$ cat src/rtl/poh_pkg.sv
package poh_pkg;

    localparam int POH_BYTES = 9;
    localparam int POS_W     = $clog2(POH_BYTES);

    localparam int P_Z3 = 0;
    localparam int P_Z2 = 1;
    localparam int P_Z1 = 2;
    localparam int P_F1 = 3;
    localparam int P_B1 = 4;
    localparam int P_G1 = 5;
    localparam int P_M2 = 6;
    localparam int P_M1 = 7;
    localparam int P_C1 = 8;

    localparam int N_FIELDS = 7;
    localparam int G1_FIELD = 4;
    localparam int G1_BITS  = 3;

    typedef enum logic {
        ST_WAIT    = 1'b0,
        ST_COLLECT = 1'b1
    } trk_state_t;

    typedef enum logic [1:0] {
        DL_F1   = 2'd0,
        DL_M2   = 2'd1,
        DL_M1   = 2'd2,
        DL_PAIR = 2'd3
    } dl_src_t;

    function automatic int field_pos(int f);
        case (f)
            0:       return P_Z3;
            1:       return P_Z2;
            2:       return P_Z1;
            3:       return P_F1;
            4:       return P_G1;
            5:       return P_M2;
            default: return P_M1;
        endcase
    endfunction

    function automatic int field_width(int f);
        return (f == G1_FIELD) ? G1_BITS : 8;
    endfunction

endpackage

$ cat src/rtl/poh_frame_tracker.sv
module poh_frame_tracker
    import poh_pkg::*;
(
    input  logic             clk,
    input  logic             rst_n,
    input  logic             aligned,
    input  logic             in_valid,
    input  logic             in_sof,
    output logic             hit,
    output logic [POS_W-1:0] pos
);

    localparam logic [POS_W-1:0] LAST = POS_W'(P_C1);

    trk_state_t       state_q, state_d;
    logic [POS_W-1:0] cnt_q, cnt_d;

    // state register
    always_ff @(posedge clk or negedge rst_n) begin
        if (!rst_n) begin
            state_q <= ST_WAIT;
            cnt_q   <= '0;
        end else begin
            state_q <= state_d;
            cnt_q   <= cnt_d;
        end
    end

    // next state
    always_comb begin
        state_d = state_q;
        cnt_d   = cnt_q;
        if (!aligned) begin
            state_d = ST_WAIT;
            cnt_d   = '0;
        end else if (in_valid) begin
            if (in_sof) begin
                state_d = ST_COLLECT;
                cnt_d   = POS_W'(1);
            end else begin
                unique case (state_q)
                    ST_WAIT: begin
                        state_d = ST_WAIT;
                    end
                    ST_COLLECT: begin
                        if (cnt_q == LAST) begin
                            state_d = ST_WAIT;
                            cnt_d   = '0;
                        end else begin
                            cnt_d = cnt_q + 1'b1;
                        end
                    end
                endcase
            end
        end
    end

    // outputs
    always_comb begin
        hit = 1'b0;
        pos = in_sof ? '0 : cnt_q;
        unique case (state_q)
            ST_WAIT:    hit = aligned && in_valid && in_sof;
            ST_COLLECT: hit = aligned && in_valid;
        endcase
    end

    AST_POS_IN_FRAME: assert property (@(posedge clk) disable iff (!rst_n)
        hit |-> (pos <= LAST));

    AST_WAIT_NEEDS_SOF: assert property (@(posedge clk) disable iff (!rst_n)
        (state_q == ST_WAIT && !in_sof) |-> !hit);

endmodule

$ cat src/rtl/poh_integrator.sv
module poh_integrator #(
    parameter int W        = 8,
    parameter int PERSIST  = 5,
    parameter int UNST_LIM = 8,
    parameter bit UNST_EN  = 1'b0
) (
    input  logic         clk,
    input  logic         rst_n,
    input  logic         smp,
    input  logic [W-1:0] val,
    input  logic         clr,
    output logic [W-1:0] acc,
    output logic         chg,
    output logic         unst
);

    localparam int CW = $clog2(PERSIST + 1);
    localparam int MW = $clog2(UNST_LIM + 1);

    logic [W-1:0]  cand_q, acc_q;
    logic [CW-1:0] cnt_q, cnt_nxt;
    logic          chg_q;
    logic          match, reach;

    always_comb begin
        match = (val == cand_q);
        if (!match)
            cnt_nxt = CW'(1);
        else if (cnt_q == CW'(PERSIST))
            cnt_nxt = cnt_q;
        else
            cnt_nxt = cnt_q + 1'b1;
        reach = smp && (cnt_nxt == CW'(PERSIST))
                    && !(match && cnt_q == CW'(PERSIST));
    end

    always_ff @(posedge clk or negedge rst_n) begin
        if (!rst_n) begin
            cand_q <= '0;
            cnt_q  <= '0;
            acc_q  <= '0;
            chg_q  <= 1'b0;
        end else begin
            if (smp) begin
                cand_q <= val;
                cnt_q  <= cnt_nxt;
            end
            if (reach && val != acc_q) begin
                acc_q <= val;
                chg_q <= 1'b1;
            end else if (clr) begin
                chg_q <= 1'b0;
            end
        end
    end

    assign acc = acc_q;
    assign chg = chg_q;

    generate
        if (UNST_EN) begin : g_unst
            logic [MW-1:0] mc_q;
            logic          unst_q;

            always_ff @(posedge clk or negedge rst_n) begin
                if (!rst_n) begin
                    mc_q   <= '0;
                    unst_q <= 1'b0;
                end else if (smp) begin
                    if (reach) begin
                        mc_q   <= '0;
                        unst_q <= 1'b0;
                    end else if (match) begin
                        mc_q <= '0;
                    end else begin
                        if (mc_q != MW'(UNST_LIM))
                            mc_q <= mc_q + 1'b1;
                        if (mc_q >= MW'(UNST_LIM - 1))
                            unst_q <= 1'b1;
                    end
                end
            end

            assign unst = unst_q;

            AST_UNST_CLEARS: assert property (@(posedge clk) disable iff (!rst_n)
                reach |=> !unst);
        end else begin : g_no_unst
            assign unst = 1'b0;
        end
    endgenerate

    AST_CHG_ON_NEW: assert property (@(posedge clk) disable iff (!rst_n)
        !$stable(acc) |-> chg);

    AST_HOLD_NO_SAMPLE: assert property (@(posedge clk) disable iff (!rst_n)
        !$past(smp) |-> $stable(acc));

endmodule

$ cat src/rtl/poh_dlink_sel.sv
module poh_dlink_sel
    import poh_pkg::*;
(
    input  logic             clk,
    input  logic             rst_n,
    input  logic             hit,
    input  logic [POS_W-1:0] pos,
    input  logic [7:0]       in_byte,
    input  logic [1:0]       sel,
    output logic             dl_valid,
    output logic [7:0]       dl_byte
);

    logic want;

    always_comb begin
        want = 1'b0;
        unique case (dl_src_t'(sel))
            DL_F1:   want = (pos == POS_W'(P_F1));
            DL_M2:   want = (pos == POS_W'(P_M2));
            DL_M1:   want = (pos == POS_W'(P_M1));
            DL_PAIR: want = (pos == POS_W'(P_M2)) || (pos == POS_W'(P_M1));
        endcase
    end

    always_ff @(posedge clk or negedge rst_n) begin
        if (!rst_n) begin
            dl_valid <= 1'b0;
            dl_byte  <= '0;
        end else begin
            dl_valid <= hit && want;
            if (hit && want)
                dl_byte <= in_byte;
        end
    end

    AST_DL_QUIET: assert property (@(posedge clk) disable iff (!rst_n)
        !hit |=> !dl_valid);

endmodule

$ cat src/rtl/poh_extract.sv
module poh_extract
    import poh_pkg::*;
#(
    parameter int PERSIST        = 5,
    parameter int UNSTABLE_LIMIT = 8
) (
    input  logic                clk,
    input  logic                rst_n,
    input  logic                aligned,
    input  logic                in_valid,
    input  logic                in_sof,
    input  logic [7:0]          in_byte,
    input  logic [7:0]          bip_calc,
    input  logic [1:0]          dl_sel,
    input  logic [N_FIELDS-1:0] chg_clr,
    output logic                oh_en,
    output logic                oh_sof,
    output logic [POS_W-1:0]    oh_pos,
    output logic [7:0]          oh_byte,
    output logic                dl_valid,
    output logic [7:0]          dl_byte,
    output logic [7:0]          z3_val,
    output logic [7:0]          z2_val,
    output logic [7:0]          z1_val,
    output logic [7:0]          f1_val,
    output logic [G1_BITS-1:0]  g1_val,
    output logic [7:0]          m2_val,
    output logic [7:0]          m1_val,
    output logic [N_FIELDS-1:0] chg_flags,
    output logic                g1_unstable
);

    logic             hit;
    logic [POS_W-1:0] pos;
    logic [N_FIELDS-1:0] unst_v;

    poh_frame_tracker u_trk (
        .clk      (clk),
        .rst_n    (rst_n),
        .aligned  (aligned),
        .in_valid (in_valid),
        .in_sof   (in_sof),
        .hit      (hit),
        .pos      (pos)
    );

    // overhead bus
    always_ff @(posedge clk or negedge rst_n) begin
        if (!rst_n) begin
            oh_en   <= 1'b0;
            oh_sof  <= 1'b0;
            oh_pos  <= '0;
            oh_byte <= '0;
        end else begin
            oh_en  <= hit;
            oh_sof <= hit && (pos == POS_W'(P_Z3));
            if (hit) begin
                oh_pos  <= pos;
                oh_byte <= (pos == POS_W'(P_B1)) ? (in_byte ^ bip_calc) : in_byte;
            end
        end
    end

    poh_dlink_sel u_dl (
        .clk      (clk),
        .rst_n    (rst_n),
        .hit      (hit),
        .pos      (pos),
        .in_byte  (in_byte),
        .sel      (dl_sel),
        .dl_valid (dl_valid),
        .dl_byte  (dl_byte)
    );

    generate
        for (genvar g = 0; g < N_FIELDS; g++) begin : g_fld
            localparam int FW = field_width(g);
            localparam int FP = field_pos(g);
            logic [FW-1:0] acc_w;

            poh_integrator #(
                .W        (FW),
                .PERSIST  (PERSIST),
                .UNST_LIM (UNSTABLE_LIMIT),
                .UNST_EN  (g == G1_FIELD)
            ) u_int (
                .clk   (clk),
                .rst_n (rst_n),
                .smp   (hit && (pos == POS_W'(FP))),
                .val   (in_byte[FW-1:0]),
                .clr   (chg_clr[g]),
                .acc   (acc_w),
                .chg   (chg_flags[g]),
                .unst  (unst_v[g])
            );

            if (g == 0) begin : g_z3
                assign z3_val = acc_w;
            end else if (g == 1) begin : g_z2
                assign z2_val = acc_w;
            end else if (g == 2) begin : g_z1
                assign z1_val = acc_w;
            end else if (g == 3) begin : g_f1
                assign f1_val = acc_w;
            end else if (g == 4) begin : g_g1
                assign g1_val = acc_w;
            end else if (g == 5) begin : g_m2
                assign m2_val = acc_w;
            end else begin : g_m1
                assign m1_val = acc_w;
            end
        end
    endgenerate

    assign g1_unstable = |unst_v;

    AST_OH_QUIET_UNALIGNED: assert property (@(posedge clk) disable iff (!rst_n)
        !aligned |=> !oh_en);

    AST_SOF_AT_FIRST: assert property (@(posedge clk) disable iff (!rst_n)
        oh_sof |-> (oh_en && oh_pos == '0));

    AST_DL_FOLLOWS_OH: assert property (@(posedge clk) disable iff (!rst_n)
        dl_valid |-> (oh_en && oh_byte == dl_byte));

endmodule

$ cat config.mk
export PLATFORM = sky130hd
export DESIGN_NAME = poh_extract
export DESIGN_NICKNAME = d
export VERILOG_FILES = /design/src/rtl/poh_pkg.sv /design/src/rtl/poh_frame_tracker.sv /design/src/rtl/poh_integrator.sv /design/src/rtl/poh_dlink_sel.sv /design/src/rtl/poh_extract.sv
export SDC_FILE = /design/constraint.sdc
export NUM_CORES = 1
export LEC_CHECK = 0
export BUFFER_PORTS_ARGS = -buffer_cell sky130_fd_sc_hd__buf_2
export CAP_MARGIN = 20
export CORE_ASPECT_RATIO = 1.75
export CORE_MARGIN = 2
export CORE_UTILIZATION = 51
export CTS_BUF_LIST = sky130_fd_sc_hd__clkbuf_8
export DETAILED_ROUTE_END_ITERATION = 16
export HOLD_SLACK_MARGIN = 0.05
export PLACE_DENSITY = 0.72
export SYNTH_ARGS = -nofsm -noshare
export SYNTH_HDL_FRONTEND = slang
export SYNTH_HIERARCHICAL = 1
export SYNTH_SLANG_ARGS = --single-unit
$ cat constraint.sdc
create_clock -name clk -period 3.5 [get_ports clk]
set_clock_uncertainty 0.1 [all_clocks]
set_input_delay 0.7 -clock clk [delete_from_list [all_inputs] [get_ports clk]]
set_output_delay 0.7 -clock clk [all_outputs]
set_load 0.02 [all_outputs]
Word level (Yosys, flattened, before mapping)

Cells that the tools add are included.

Add/subtract/negate cells: 9
$lt $le $gt $ge: 1
Equality and inequality tests: 43
Mux-type cells: 48
Bitwise operators: 2
Reductions and logical operators: 60

Operators with widths:

| kind                  | count |
|---|---|
| $eq A8 B8 Y1          | 6 |
| $ne A8 B8 Y1          | 6 |
| $eq A3 B3 Y1 const B  | 14 |
| $mux W3               | 14 |
| $logic_and A1 B1 Y1   | 38 |
| $mux W4               | 9 |
| $add A3 B1 Y3 const B | 7 |
| $mux W1               | 21 |
| $eq A4 B3 Y1 const B  | 4 |
| $reduce_bool A2 Y1    | 8 |
| $add A4 B1 Y4 const B | 2 |
| $eq A4 B2 Y1 const B  | 2 |
| $mux W8               | 1 |
| $xor A8 B8 Y8         | 1 |
| $logic_not A1 Y1      | 7 |
| $eq A2 B2 Y1 const B  | 2 |
| $eq A4 B1 Y1 const B  | 1 |
| $eq A4 B4 Y1 const B  | 1 |
| $ge A4 B3 Y1 const B  | 1 |
| $logic_not A4 Y1      | 1 |
| $ne A4 B4 Y1 const B  | 1 |
| $pmux W1 S2           | 2 |
| $pmux W1 S4           | 1 |
| $reduce_and A2 Y1     | 2 |
| other kinds (11)      | 11 |

Register bits: 163
Input bits: 30
Output and inout port bits: 82
Word-level logic and storage cells: 201

Logic depth before layout (Yosys ltp)

Word-level depth: 8
Depth in mapped cells: 8
Gate-level depth less buffers: 8

By module

Netlist, hierarchy kept.

Modules (own cells, without submodules):

| module                               | times used | cells each | area an instance (µm²) |
|---|---|---|---|
| poh_integrator at g_fld[0].u_int ... | 4          | 79         | 1011.0 |
| poh_integrator at g_fld[5].u_int ... | 2          | 79         | 1018.5 |
| poh_integrator at g_fld[4].u_int     | 1          | 71         | 814.5 |
| poh_extract                          | 1          | 78         | 704.4 |
| poh_dlink_sel                        | 1          | 23         | 367.9 |
| poh_frame_tracker                    | 1          | 34         | 331.6 |

Worst setup path after synthesis

OpenSTA, ideal clock, no wires.

Kind: input to register
Start: input port in_sof
End: register g_fld[0].u_int.acc_q[0]
Library setup time: 125 ps
Arrival: 2607 ps
Required time: 3275 ps
Setup slack: 668 ps
Cell stages on the path: 6
Buffers on the path: 1
Path through: buf_6 and2b_1 nor4_1 o21ai_0 nor4b_4 mux2_2

Word-level cells in the longest chain between the ends: 6

Ends and longest elaborated chain:

| item                 | RTL line                | source |
|---|---|---|
| from (decl)          | poh_extract.sv:11       | `input logic in_sof,` |
| $mux W4              | poh_frame_tracker.sv:61 | `pos = in_sof ? '0 : cnt_q;` |
| via pos[2]           | poh_extract.sv:34       | `logic [POS_W-1:0] pos;` |
| $logic_not A4 Y1     | poh_extract.sv:89       | `.smp (hit && (pos == POS_W'(FP))),` |
| $logic_and A1 B1 Y1  | poh_extract.sv:89       |  |
| $logic_and A1 B1 Y1  | poh_integrator.sv:33    | `reach = smp && (cnt_nxt == CW'(PERSIST))` |
| $logic_and A1 B1 Y1  | poh_integrator.sv:34    | `&& !(match && cnt_q == CW'(PERSIST));` |
| $logic_and A1 B1 Y1  | poh_integrator.sv:48    | `if (reach && val != acc_q) begin` |
| to (signal assigned) | poh_integrator.sv:49    | `acc_q <= val;` |
| to (decl)            | poh_integrator.sv:20    | `logic [W-1:0] cand_q, acc_q;` |

The timed path passes the listed nets, and every way through them passes these cells.
A chain may end at the register's enable or synchronous reset.

Final worst setup path

Start: input port in_sof
End: register g_fld[2].u_int.acc_q[7]

Word-level cells in the longest chain between the ends: 6

Ends and longest elaborated chain:

| item                 | RTL line                | source |
|---|---|---|
| $logic_and A1 B1 Y1  | poh_frame_tracker.sv:63 | `ST_WAIT: hit = aligned && in_valid && in_sof;` |
| $pmux W1 S2          | poh_frame_tracker.sv:62 | `unique case (state_q)` |
| via hit              | poh_extract.sv:33       | `logic hit;` |
| $logic_and A1 B1 Y1  | poh_extract.sv:89       |  |
| $logic_and A1 B1 Y1  | poh_integrator.sv:33    |  |
| $logic_and A1 B1 Y1  | poh_integrator.sv:34    |  |
| $logic_and A1 B1 Y1  | poh_integrator.sv:48    |  |
| to (signal assigned) | poh_integrator.sv:49    |  |
| to (decl)            | poh_integrator.sv:20    |  |

The timed path passes the listed nets, and every way through them passes these cells.

==> impl_metrics.py <==
metrics = {
    "status": {
        "outcome": "complete, no violations",
    },
    "worst_setup_path": {
        "rr_worst_depth": 6,
        "rrSetupSlack_ns": 0.67,
        "end_kind": "register",
        "cpPeakStageDelay_ns": 0.59,
        "start_kind": "input pin",
        "arrival_ns": 3.09,
        "cp_slowest_cell": "nor4b_4",
        "cp_max_fo": 9,
        "cp.required_ns": 3.74,
        "endpoint": "g_fld[2].u_int/acc[7]",
        "critPathLaunch": "in_sof",
        "path_cells": "buf_2 > o211a_1 > nand2_1 > nor4_2 > o21ai_0 > nor4b_4 > mux2_2",
        "path_class": "input pin to register",
        "reg2reg_from": "u_trk/state_q",
        "timing.rr.end": "g_fld[2].u_int/acc[7]",
    },
    "final_layout": {
        "design_area_mm2": 0.00956,
        "fin_util_pct": 60.2,
        "drive_gt1_share_pct": 38.0,
        "nets": 862,
        "areaGrowthSynthToFinish_pct": 15.2,
        "diodes": 0,
        "fill_cells": 1304,
    },
    "cts": {
        "cts_buffers": 17,
        "root_buffer": "clkbuf_8",
        "holdBufCountCts": 0,
        "clk_pin_slew_ns": 0.09,
        "postCtsSetupRepairBufs": 0,
        "tritoncts": "built",
        "clock_latency_ns": 0.46,
        "htree_levels": 4,
        "cts_resized": 0,
        "clock_path_buffers": 2,
        "cts_sinks": 163,
    },
    "floorplanning": {
        "std_cell_rows": 61,
        "core_area_mm2": 0.0159,
        "dieArea_mm2": 0.0173,
        "die_w_um": 100,
        "ios": 112,
        "die_y_um": 173,
        "start_util_pct": 52.3,
    },
    "logic_synthesis": {
        "ys_ff_latch": 163,
        "ys_seq_area_share_pct": 49.1,
        "synth-warning-count": 6,
        "synthFlopType": "dfrtp_1",
        "syn_nets": 728,
        "synth_edf_count": 0,
        "netlist.area_leader.share_pct": 49.1,
        "synth_cells": 680,
        "synth.distinct_cells": 53,
        "synth_area_leaders": "dfrtp_1 (49%), mux2_2 (16%), xnor2_1 (10%)",
        "synth.avg_cell_area_um2": 12.2,
        "synthTopCellsByCount": "dfrtp_1 (163), mux2_2 (117), xnor2_1 (96), inv_1 (43), nor2_1 (30)",
        "synth_top_area_cell": "dfrtp_1",
        "synth_most_common_cell": "dfrtp_1",
        "syn-cell-area_mm2": 0.00830,
        "async_flop_share_pct": 100,
    },
    "global_routing": {
        "antenna_found_initial": 0,
        "grt_pass1_wl_um": 30000,
        "grt_overflow": 0,
        "track_usage_pct": 22.0,
        "grt_max_degree": 90,
        "grt_pass1_vias": 6060,
    },
    "route": {
        "avgRoutedWirePerCell_um": 18.0,
        "drt-initial-drc-count": 273,
        "post-route-drc-count": 0,
        "dr.pass1.iters": 6,
        "via_per_inst": 5.59,
        "vias": 5681,
        "drtAntennaViolNets": 0,
        "wirelength_um": 18300,
    },
    "placement": {
        "dpl.hpwl_um": 12700,
        "gp_congestion": 0.859,
        "portBuffers": 111,
        "placed_area_mm2": 0.00917,
    },
    "sta": {
        "setup_viol": 0,
        "worst_pin_slew_ns": 0.823,
        "finalSetupTns_ns": 0,
        "final-hold-violation-count": 0,
        "finalCriticalPeriod_ns": 2.85,
        "rsz0062_at_grt": "false",
        "slew_viol_final": 0,
        "period_share_pct": 81.5,
        "max-slew-margin-rel_pct": 45.1,
        "clock.fmax_mhz": 350,
    },
    "power_and_ir_drop": {
        "powerDensity_mw_per_mm2": 397,
        "p_leak_nw": 4.55,
        "worst_ir_drop_vdd_v": 0.000269,
        "total_power_w": 0.00379,
    },
    "run": {
        "max_cap_violations": 0,
    },
    "min_path": {
        "holdCritPathClass": "input pin to async pin",
    },
}
power by group:
group	switching, W	internal, W
Clock	0.000763	0.000603
Sequential	0.0000517	0.00196
Combinational	0.000241	0.000175
Total	0.00106	0.00274
placed cells by master, fill, tap and decap left out, drive strengths merged, types with 3 or more instances in the layout:
cell type / instances
a21oi: 7
a22o: 5
a31oi: 10
buf: 132
clkbuf: 18
clkinv: 5
conb: 6
dfrtp: 163
ha: 18
inv: 51
mux2: 120
mux2i: 5
nand2: 20
nand3: 9
nand3b: 4
nand4: 25
nor2: 32
nor3: 4
nor4: 4
nor4b: 7
o2111ai: 4
o211ai: 3
o21ai: 26
o22ai: 11
o31a: 4
or3: 8
or3b: 4
xnor2: 96
xor2: 7
routing by layer:
layer	vias up	routed length (um)	GRT usage (%)
li1	2646	-	-
met1	2874	7240	25.7
met2	123	9960	39.3
met3	38	552	3.15
met4	0	503	9.82
met5	-	0	0
how the worst min path moves through the flow:
| stage | startpoint | to | slack [ns] |
|---|---|---|---|
| 4_1_cts | rst_n | g_fld[4].u_int/g_unst.mc_q[2] | 0.22 |
| 5_1_grt | rst_n | g_fld[4].u_int/g_unst.mc_q[2] | 0.24 |
| 2_1_floorplan | rst_n | g_fld[0].u_int/acc[0] | 0.30 |
| 6_report | rst_n | g_fld[4].u_int/acc[1] | 0.19 |
| 3_5_place_dp | g_fld[4].u_int/unst | g_fld[4].u_int/unst | 0.38 |
| 3_3_place_gp | g_fld[4].u_int/unst | g_fld[4].u_int/unst | 0.38 |
critical path: cells and delay by family:
family	cells	cell delay [ns]
buf+inv	1	0.17
compound gates	2	0.64
mux	1	0.40
simple gates	3	1.18
final cells by class:
cell class / instances / area (um2) / area share [%]
inverters: 43 / 161 / 1.69
clock buffers: 18 / 248 / 2.59
multi-input cells: 457 / 3980 / 41.6
well taps: 189 / 236 / 2.47
repair buffers: 132 / 719 / 7.53
flip-flops and latches: 163 / 4080 / 42.7
clock inverters: 14 / 140 / 1.47
sequential cells by signal (all words and copies together) (netlist names):
signal and cells:
oh_en 1, g_fld.u_int/g_unst.mc_q 4, oh_byte 8, u_dl/dl_valid 1, u_trk/state_q 1, oh_sof 1
u_trk/cnt_q 4, g_fld.u_int/cand_q 51, oh_pos 4, u_dl/dl_byte 8, g_fld.u_int/cnt_q 21, g_fld.u_int/unst 1
g_fld.u_int/acc 51, g_fld.u_int/chg 7
through the flow:
stage / worst slack [ns] / hold slack, ns / cells
floorplan: 0.668 / 0.304 / 680
global placement: 0.294 / 0.382 / 984
detailed placement: 0.208 / 0.384 / 984
CTS: 0.683 / 0.219 / 1016
global route: 0.526 / 0.242 / 1016
finish: 0.646 / 0.192 / 1016
cell families (layout without fill, tap and decap cells):
logic type | after synthesis | after routing | share of synthesized area, %
DFF | 163 | 163 | 49.1
adders and majority gates | 18 | 18 | 2.71
and+or+nand+nor | 127 | 127 | 9.95
other | 6 | 6 | 0.271
AOI/OAI and AO/OA | 78 | 78 | 6.86
xor gates and xnor gates | 103 | 103 | 10.9
muxes | 125 | 125 | 17.0
buffers and inverters | 60 | 207 | 3.17
Note: power is estimated with default switching activity, not from simulation.
